[src/rtl/dmac_pkg.sv]
package dmac_pkg;
  localparam int LANES = 2;
  localparam int SEQ_STEPS = 5;

  typedef enum logic [2:0] {
    OP_NOP   = 3'd0,
    OP_CLR   = 3'd1,
    OP_MUL   = 3'd2,
    OP_MAC   = 3'd3,
    OP_MSU   = 3'd4,
    OP_MUL32 = 3'd5
  } macOp_e;

  typedef struct packed {
    logic [LANES-1:0] clr;
    logic [LANES-1:0] load;
    logic [LANES-1:0] add;
    logic [LANES-1:0] sub;
    logic             start;
    logic             seqRun;
    logic [2:0]       step;
    logic             finish;
  } macCtl_t;
endpackage

[src/rtl/dmac_lane.sv]
module dmac_lane #(
  parameter int OPW  = 16,
  parameter int ACCW = 40
) (
  input  logic              clk,
  input  logic              rstN,
  input  logic [OPW-1:0]    a,
  input  logic [OPW-1:0]    b,
  input  logic              uns,
  input  logic              frac,
  input  logic              clr,
  input  logic              load,
  input  logic              add,
  input  logic              sub,
  output logic [ACCW-1:0]   acc,
  output logic [2*OPW-1:0]  rawProd
);
  localparam int PW    = 2 * OPW;
  localparam int GUARD = ACCW - PW;

  logic signed [OPW:0]    aExt, bExt;
  logic signed [PW+1:0]   full;
  logic [PW-1:0]          prodI, prodF, prodSel;
  logic                   minPair;
  logic [ACCW-1:0]        prodExt;

  assign aExt    = $signed({~uns & a[OPW-1], a});
  assign bExt    = $signed({~uns & b[OPW-1], b});
  assign full    = aExt * bExt;
  assign rawProd = full[PW-1:0];
  assign prodI   = full[PW-1:0];
  assign minPair = (a == {1'b1, {(OPW-1){1'b0}}}) && (b == {1'b1, {(OPW-1){1'b0}}});
  assign prodF   = minPair ? {1'b0, {(PW-1){1'b1}}} : {prodI[PW-2:0], 1'b0};
  assign prodSel = frac ? prodF : prodI;
  assign prodExt = {{GUARD{prodSel[PW-1]}}, prodSel};

  always_ff @(posedge clk or negedge rstN) begin
    if (!rstN)     acc <= '0;
    else if (clr)  acc <= '0;
    else if (load) acc <= prodExt;
    else if (add)  acc <= acc + prodExt;
    else if (sub)  acc <= acc - prodExt;
  end
endmodule

[src/rtl/dmac_ctrl.sv]
module dmac_ctrl
  import dmac_pkg::*;
(
  input  logic             clk,
  input  logic             rstN,
  input  logic             cmdValid,
  input  logic [2:0]       cmdOp,
  input  logic [LANES-1:0] laneSel,
  output macCtl_t          ctl,
  output logic             busy,
  output logic             done
);
  localparam logic [2:0] LAST = 3'(SEQ_STEPS - 1);

  logic [2:0] stepQ;
  logic       accept;

  assign accept = cmdValid && !busy;

  always_comb begin
    ctl = '0;
    if (accept) begin
      case (macOp_e'(cmdOp))
        OP_CLR:   ctl.clr   = laneSel;
        OP_MUL:   ctl.load  = laneSel;
        OP_MAC:   ctl.add   = laneSel;
        OP_MSU:   ctl.sub   = laneSel;
        OP_MUL32: ctl.start = 1'b1;
        default:  ;
      endcase
    end
    ctl.seqRun = busy;
    ctl.step   = stepQ;
    ctl.finish = busy && (stepQ == LAST);
  end

  always_ff @(posedge clk or negedge rstN) begin
    if (!rstN) begin
      busy  <= 1'b0;
      stepQ <= '0;
      done  <= 1'b0;
    end else begin
      done <= ctl.finish;
      if (ctl.start) begin
        busy  <= 1'b1;
        stepQ <= '0;
      end else if (busy) begin
        if (stepQ == LAST) begin
          busy  <= 1'b0;
          stepQ <= '0;
        end else begin
          stepQ <= stepQ + 3'd1;
        end
      end
    end
  end
endmodule

[src/rtl/dmac_dp.sv]
module dmac_dp
  import dmac_pkg::*;
#(
  parameter int OPW  = 16,
  parameter int ACCW = 40
) (
  input  logic                        clk,
  input  logic                        rstN,
  input  macCtl_t                     ctl,
  input  logic                        fracMode,
  input  logic                        satRead,
  input  logic [LANES-1:0][OPW-1:0]   opA,
  input  logic [LANES-1:0][OPW-1:0]   opB,
  output logic [LANES-1:0][ACCW-1:0]  acc,
  output logic [LANES-1:0][2*OPW-1:0] rd,
  output logic [2*OPW-1:0]            wideRes
);
  localparam int PW = 2 * OPW;

  logic [PW-1:0]                wA, wB, pp0, pp1, pp2, sumQ;
  logic [LANES-1:0][OPW-1:0]    laneA, laneB;
  logic [LANES-1:0][PW-1:0]     raw;
  logic                         laneUns, laneFrac;

  always_comb begin
    if (ctl.seqRun) begin
      laneA[0] = wA[OPW-1:0];
      laneB[0] = (ctl.step == 3'd0) ? wB[OPW-1:0] : wB[PW-1:OPW];
      laneA[1] = wA[PW-1:OPW];
      laneB[1] = wB[OPW-1:0];
      laneUns  = 1'b1;
      laneFrac = 1'b0;
    end else begin
      laneA    = opA;
      laneB    = opB;
      laneUns  = 1'b0;
      laneFrac = fracMode;
    end
  end

  for (genvar i = 0; i < LANES; i++) begin : gLane
    dmac_lane #(.OPW(OPW), .ACCW(ACCW)) uLane (
      .clk(clk), .rstN(rstN), .a(laneA[i]), .b(laneB[i]),
      .uns(laneUns), .frac(laneFrac),
      .clr(ctl.clr[i]), .load(ctl.load[i]), .add(ctl.add[i]), .sub(ctl.sub[i]),
      .acc(acc[i]), .rawProd(raw[i])
    );

    logic inRange;
    assign inRange = (acc[i][ACCW-1:PW-1] == '0) || (acc[i][ACCW-1:PW-1] == '1);
    always_comb begin
      if (!satRead || inRange) rd[i] = acc[i][PW-1:0];
      else                     rd[i] = {acc[i][ACCW-1], {(PW-1){~acc[i][ACCW-1]}}};
    end
  end

  always_ff @(posedge clk or negedge rstN) begin
    if (!rstN) begin
      wA <= '0; wB <= '0; pp0 <= '0; pp1 <= '0; pp2 <= '0;
      sumQ <= '0; wideRes <= '0;
    end else begin
      if (ctl.start) begin
        wA <= {opA[1], opA[0]};
        wB <= {opB[1], opB[0]};
      end
      if (ctl.seqRun) begin
        case (ctl.step)
          3'd0: begin pp0 <= raw[0]; pp1 <= raw[1]; end
          3'd1: pp2 <= raw[0];
          3'd2: sumQ <= pp0 + (pp1 << OPW);
          3'd3: sumQ <= sumQ + (pp2 << OPW);
          default: wideRes <= sumQ;
        endcase
      end
    end
  end
endmodule

[src/rtl/dual_mac.sv]
module dual_mac
  import dmac_pkg::*;
#(
  parameter int OPW  = 16,
  parameter int ACCW = 40
) (
  input  logic              clk,
  input  logic              rstN,
  input  logic              cmdValid,
  input  logic [2:0]        cmdOp,
  input  logic [1:0]        laneSel,
  input  logic              fracMode,
  input  logic              satRead,
  input  logic [OPW-1:0]    opA0,
  input  logic [OPW-1:0]    opB0,
  input  logic [OPW-1:0]    opA1,
  input  logic [OPW-1:0]    opB1,
  output logic [ACCW-1:0]   acc0,
  output logic [ACCW-1:0]   acc1,
  output logic [2*OPW-1:0]  rd0,
  output logic [2*OPW-1:0]  rd1,
  output logic              busy,
  output logic              done,
  output logic [2*OPW-1:0]  wideRes
);
  macCtl_t                     ctl;
  logic [LANES-1:0][ACCW-1:0]  accV;
  logic [LANES-1:0][2*OPW-1:0] rdV;

  dmac_ctrl uCtrl (
    .clk(clk), .rstN(rstN), .cmdValid(cmdValid), .cmdOp(cmdOp),
    .laneSel(laneSel), .ctl(ctl), .busy(busy), .done(done)
  );

  dmac_dp #(.OPW(OPW), .ACCW(ACCW)) uDp (
    .clk(clk), .rstN(rstN), .ctl(ctl), .fracMode(fracMode), .satRead(satRead),
    .opA({opA1, opA0}), .opB({opB1, opB0}),
    .acc(accV), .rd(rdV), .wideRes(wideRes)
  );

  assign acc0 = accV[0];
  assign acc1 = accV[1];
  assign rd0  = rdV[0];
  assign rd1  = rdV[1];
endmodule

[config.mk]
export PLATFORM = sky130hd
export DESIGN_NAME = dual_mac
export DESIGN_NICKNAME = d
export VERILOG_FILES = /design/src/rtl/dmac_pkg.sv /design/src/rtl/dmac_lane.sv /design/src/rtl/dmac_ctrl.sv /design/src/rtl/dmac_dp.sv /design/src/rtl/dual_mac.sv
export SDC_FILE = /design/constraint.sdc
export NUM_CORES = 2
export LEC_CHECK = 0
export ABC_AREA = 0
export BUFFER_PORTS_ARGS = -buffer_cell sky130_fd_sc_hd__buf_2
export CAP_MARGIN = 20
export CELL_PAD_IN_SITES_DETAIL_PLACEMENT = 0
export CELL_PAD_IN_SITES_GLOBAL_PLACEMENT = 2
export CORE_ASPECT_RATIO = 1.25
export CORE_MARGIN = 5
export CORE_UTILIZATION = 36
export DETAILED_ROUTE_END_ITERATION = 6
export HOLD_SLACK_MARGIN = 0.15
export PLACE_DENSITY_LB_ADDON = 0.1
export SYNTH_ARGS = -nofsm -noshare
export SYNTH_HDL_FRONTEND = slang
export SYNTH_HIERARCHICAL = 1
export SYNTH_SLANG_ARGS = --single-unit
[constraint.sdc]
create_clock -name clk -period 9.8 [get_ports clk]
set_input_delay 2.94 -clock clk [delete_from_list [all_inputs] [get_ports clk]]
set_output_delay 2.94 -clock clk [all_outputs]
set_load 0.05 [all_outputs]
==> summary.md <==
| Metric | Value |
|---|---|
| Status | finished with violations |
| Violated checks | negative setup slack |
| Max Fclk | 0.0886 GHz |
| RSZ-0062 raised after global routing | yes |
| Final GP Congestion | 0.871 |
| Cells after Synth | about 4700 |
| Tmin final | roughly 11 ns |
| CP Max Fanout | 4 |
| CTS tree | done |
| R2r setup slk | -0.47 ns |
| Pin count of the biggest net entering global routing | approximately 160 |
| First-pass GRT wire length | between 200 and 250 mm |
| Number of global-route vias before repair | between 40000 and 50000 |
| Worst slew margin | 0.331 |
| DP Wirelength | 116 mm |
| Worst Setup End Kind | flop |
| Aggregate global routing overflow | 0 |
| Fin Hold WS | 0.456 ns |
| WL per Instance | a little under 20 um |
| Post-Syn Nets | 5617 |
| Actual slew at the worst max-slew pin | between 1 and 1.5 ns |
| Buffers on Ports | roughly 250 |
| Drt pass-1 iters | 5 |
| Hold Crit Depth | 2 |
| Die area | 125000 um^2 |
| Layout cells sized above 1 | 0.347 |
| Worst r2r path cells | 43 |
| Nets | around 6700 |
| Startpoint types | input port |
| Via count | between 30000 and 40000 |
| Syn Area/Cell | 9.01 um^2 |
| Slowest CP cell | fa_2 |
| Max H-tree Level | 2 |
| Final Hold Vio Count | 0 |
| Final worst slack | -1.49 ns |
| Setup violators final | 53 |
| Initial antenna violation count | 1 |
| Crit Path Category | in -> reg |
| Hold buffer count at CTS | 0 |
| Die span in y | 393 um |
| Io pins | approximately 250 |
| Worst-path clk slew | approximately 0.06 ns |
| Row count | 140 |
| Max cap viols | 0 |
| Antenna viol nets, final | 0 |
| Number of buffers inserted during clock tree synthesis | 36 |
| First DRT Iteration DRCs | between 1000 and 1500 |
| Total Wirelength | between 100 and 150 mm |
| Period utilization | 1.15 |
| Critical Path RT | around 10 ns |
| Drt via density | about 5 |
| Clock Latency Late Sink | a little under 0.6 ns |
| Initial Utilization | 0.363 |
| Worst Skew | a little over 0.04 ns |
| Hold Crit Class | reg -> reg |
| Post-Synthesis Cell Area | 42300 um^2 |
| GRT Overall Usage | 0.229 |
| Core Area | ~120000 um^2 |
| Clk sink count | between 200 and 300 |
| Area delta synth->final | 32.9% |
| Crit path DAT | approximately 12 ns |
| CTS root buffer | clkbuf_16 |
| Die X | 317 um |
| Drc violations | 0 |
| Warnings, synthesis | 6 |
| Fin. max-slew vios | 0 |
| CTS Buffer Depth | 3 |
| CP peak stage delay | 0.56 ns |
## worst max-delay path, delay by kind of cell
family                     cells  cell delay [ns]
adders and majority gates      8             3.59
buffers and inverters          7             0.66
AOI/OAI and AO/OA             15             2.88
muxes                          1             0.29
xor gates and xnor gates       2             0.29
and+or+nand+nor                6             1.10
## worst paths after layout
kind / endpoint / startpoint
setup reg to reg: uDp/gLane[0].uLane/acc[39] / uCtrl/stepQ[2]
setup / recovery: uDp/gLane[0].uLane/acc[39] / opA0[7]
hold reg to reg: uDp/sumQ[12] / uDp/pp0[12]
hold / removal: uDp/sumQ[12] / uDp/pp0[12]
min in group asynchronous: uDp/wA[1] / rstN
max in group asynchronous: uDp/sumQ[21] / rstN
## cell type report
cell class	count	area, um^2
fillers	11500	60400
multi-input cells	3573	34600
repair buffers	1235	9110
flip-flops and latches	277	6940
inverters	626	2350
well taps	1562	1950
clock buffers	44	991
clock inverters	20	292
diodes	3	7.51
## placed cells by master, fill, tap and decap left out, types with 29 or more instances in the layout
cell type / instances
o21ai_0: 117
ha_1: 240
nand2b_1: 29
mux2_2: 193
xnor2_1: 123
nor3_1: 33
clkbuf_16: 36
and2_1: 263
inv_2: 30
a21o_1: 76
xor2_1: 61
nand3_1: 32
mux2i_1: 44
fa_1: 549
nand2_1: 610
dfrtp_1: 276
inv_1: 594
a21oi_1: 123
nor2_1: 182
o21ai_1: 56
a22o_1: 31
buf_6: 40
buf_4: 928
buf_2: 241
a21oi_2: 55
ha_4: 34
## stage by stage
| stage | setup TNS, ns | setup WS, ns | cells | area (um^2) | utilization |
|---|---|---|---|---|---|
| 6_report | -41.49 | -1.49 | 7340 | 56200 | 0.482 |
| 4_1_cts | -41.51 | -1.56 | 7306 | 55300 | 0.474 |
| 5_1_grt | -58.43 | -1.80 | 7337 | 56200 | 0.482 |
| 3_3_place_gp | -89.24 | -2.36 | 7157 | 52200 | 0.447 |
| 2_1_floorplan | -34.05 | -1.72 | 4697 | 43500 | - |
| 3_5_place_dp | -90.68 | -2.50 | 7158 | 52200 | 0.447 |
## timing repair
action	in CTS	in global routing
hold endpoints to repair	0	0
resized for setup	263	166
cloned	1	0
setup buffers	89	38
setup endpoints to repair	56	57
pin swaps	197	138
## sequential cells by signal, summed over array words and instances (netlist names)
signal,count
uCtrl/busy,1
uCtrl/done,1
uCtrl/stepQ,3
uDp/gLane.uLane/acc,80
uDp/pp0,32
uDp/pp1,16
uDp/pp2,16
uDp/sumQ,32
uDp/wA,32
uDp/wB,32
uDp/wideRes,32
## layer usage
metal  wire, um  up-vias  global-route usage
met5          0        -                   0
met4       4420        0              0.0621
met3       2980      180              0.0167
met2      79400      477               0.458
met1      54800    18500               0.258
li1           -    17600                   -
Power is left out: the tool's default activity adds up to more than one toggle a clock period on the data nets, which glitch-free logic cannot reach.
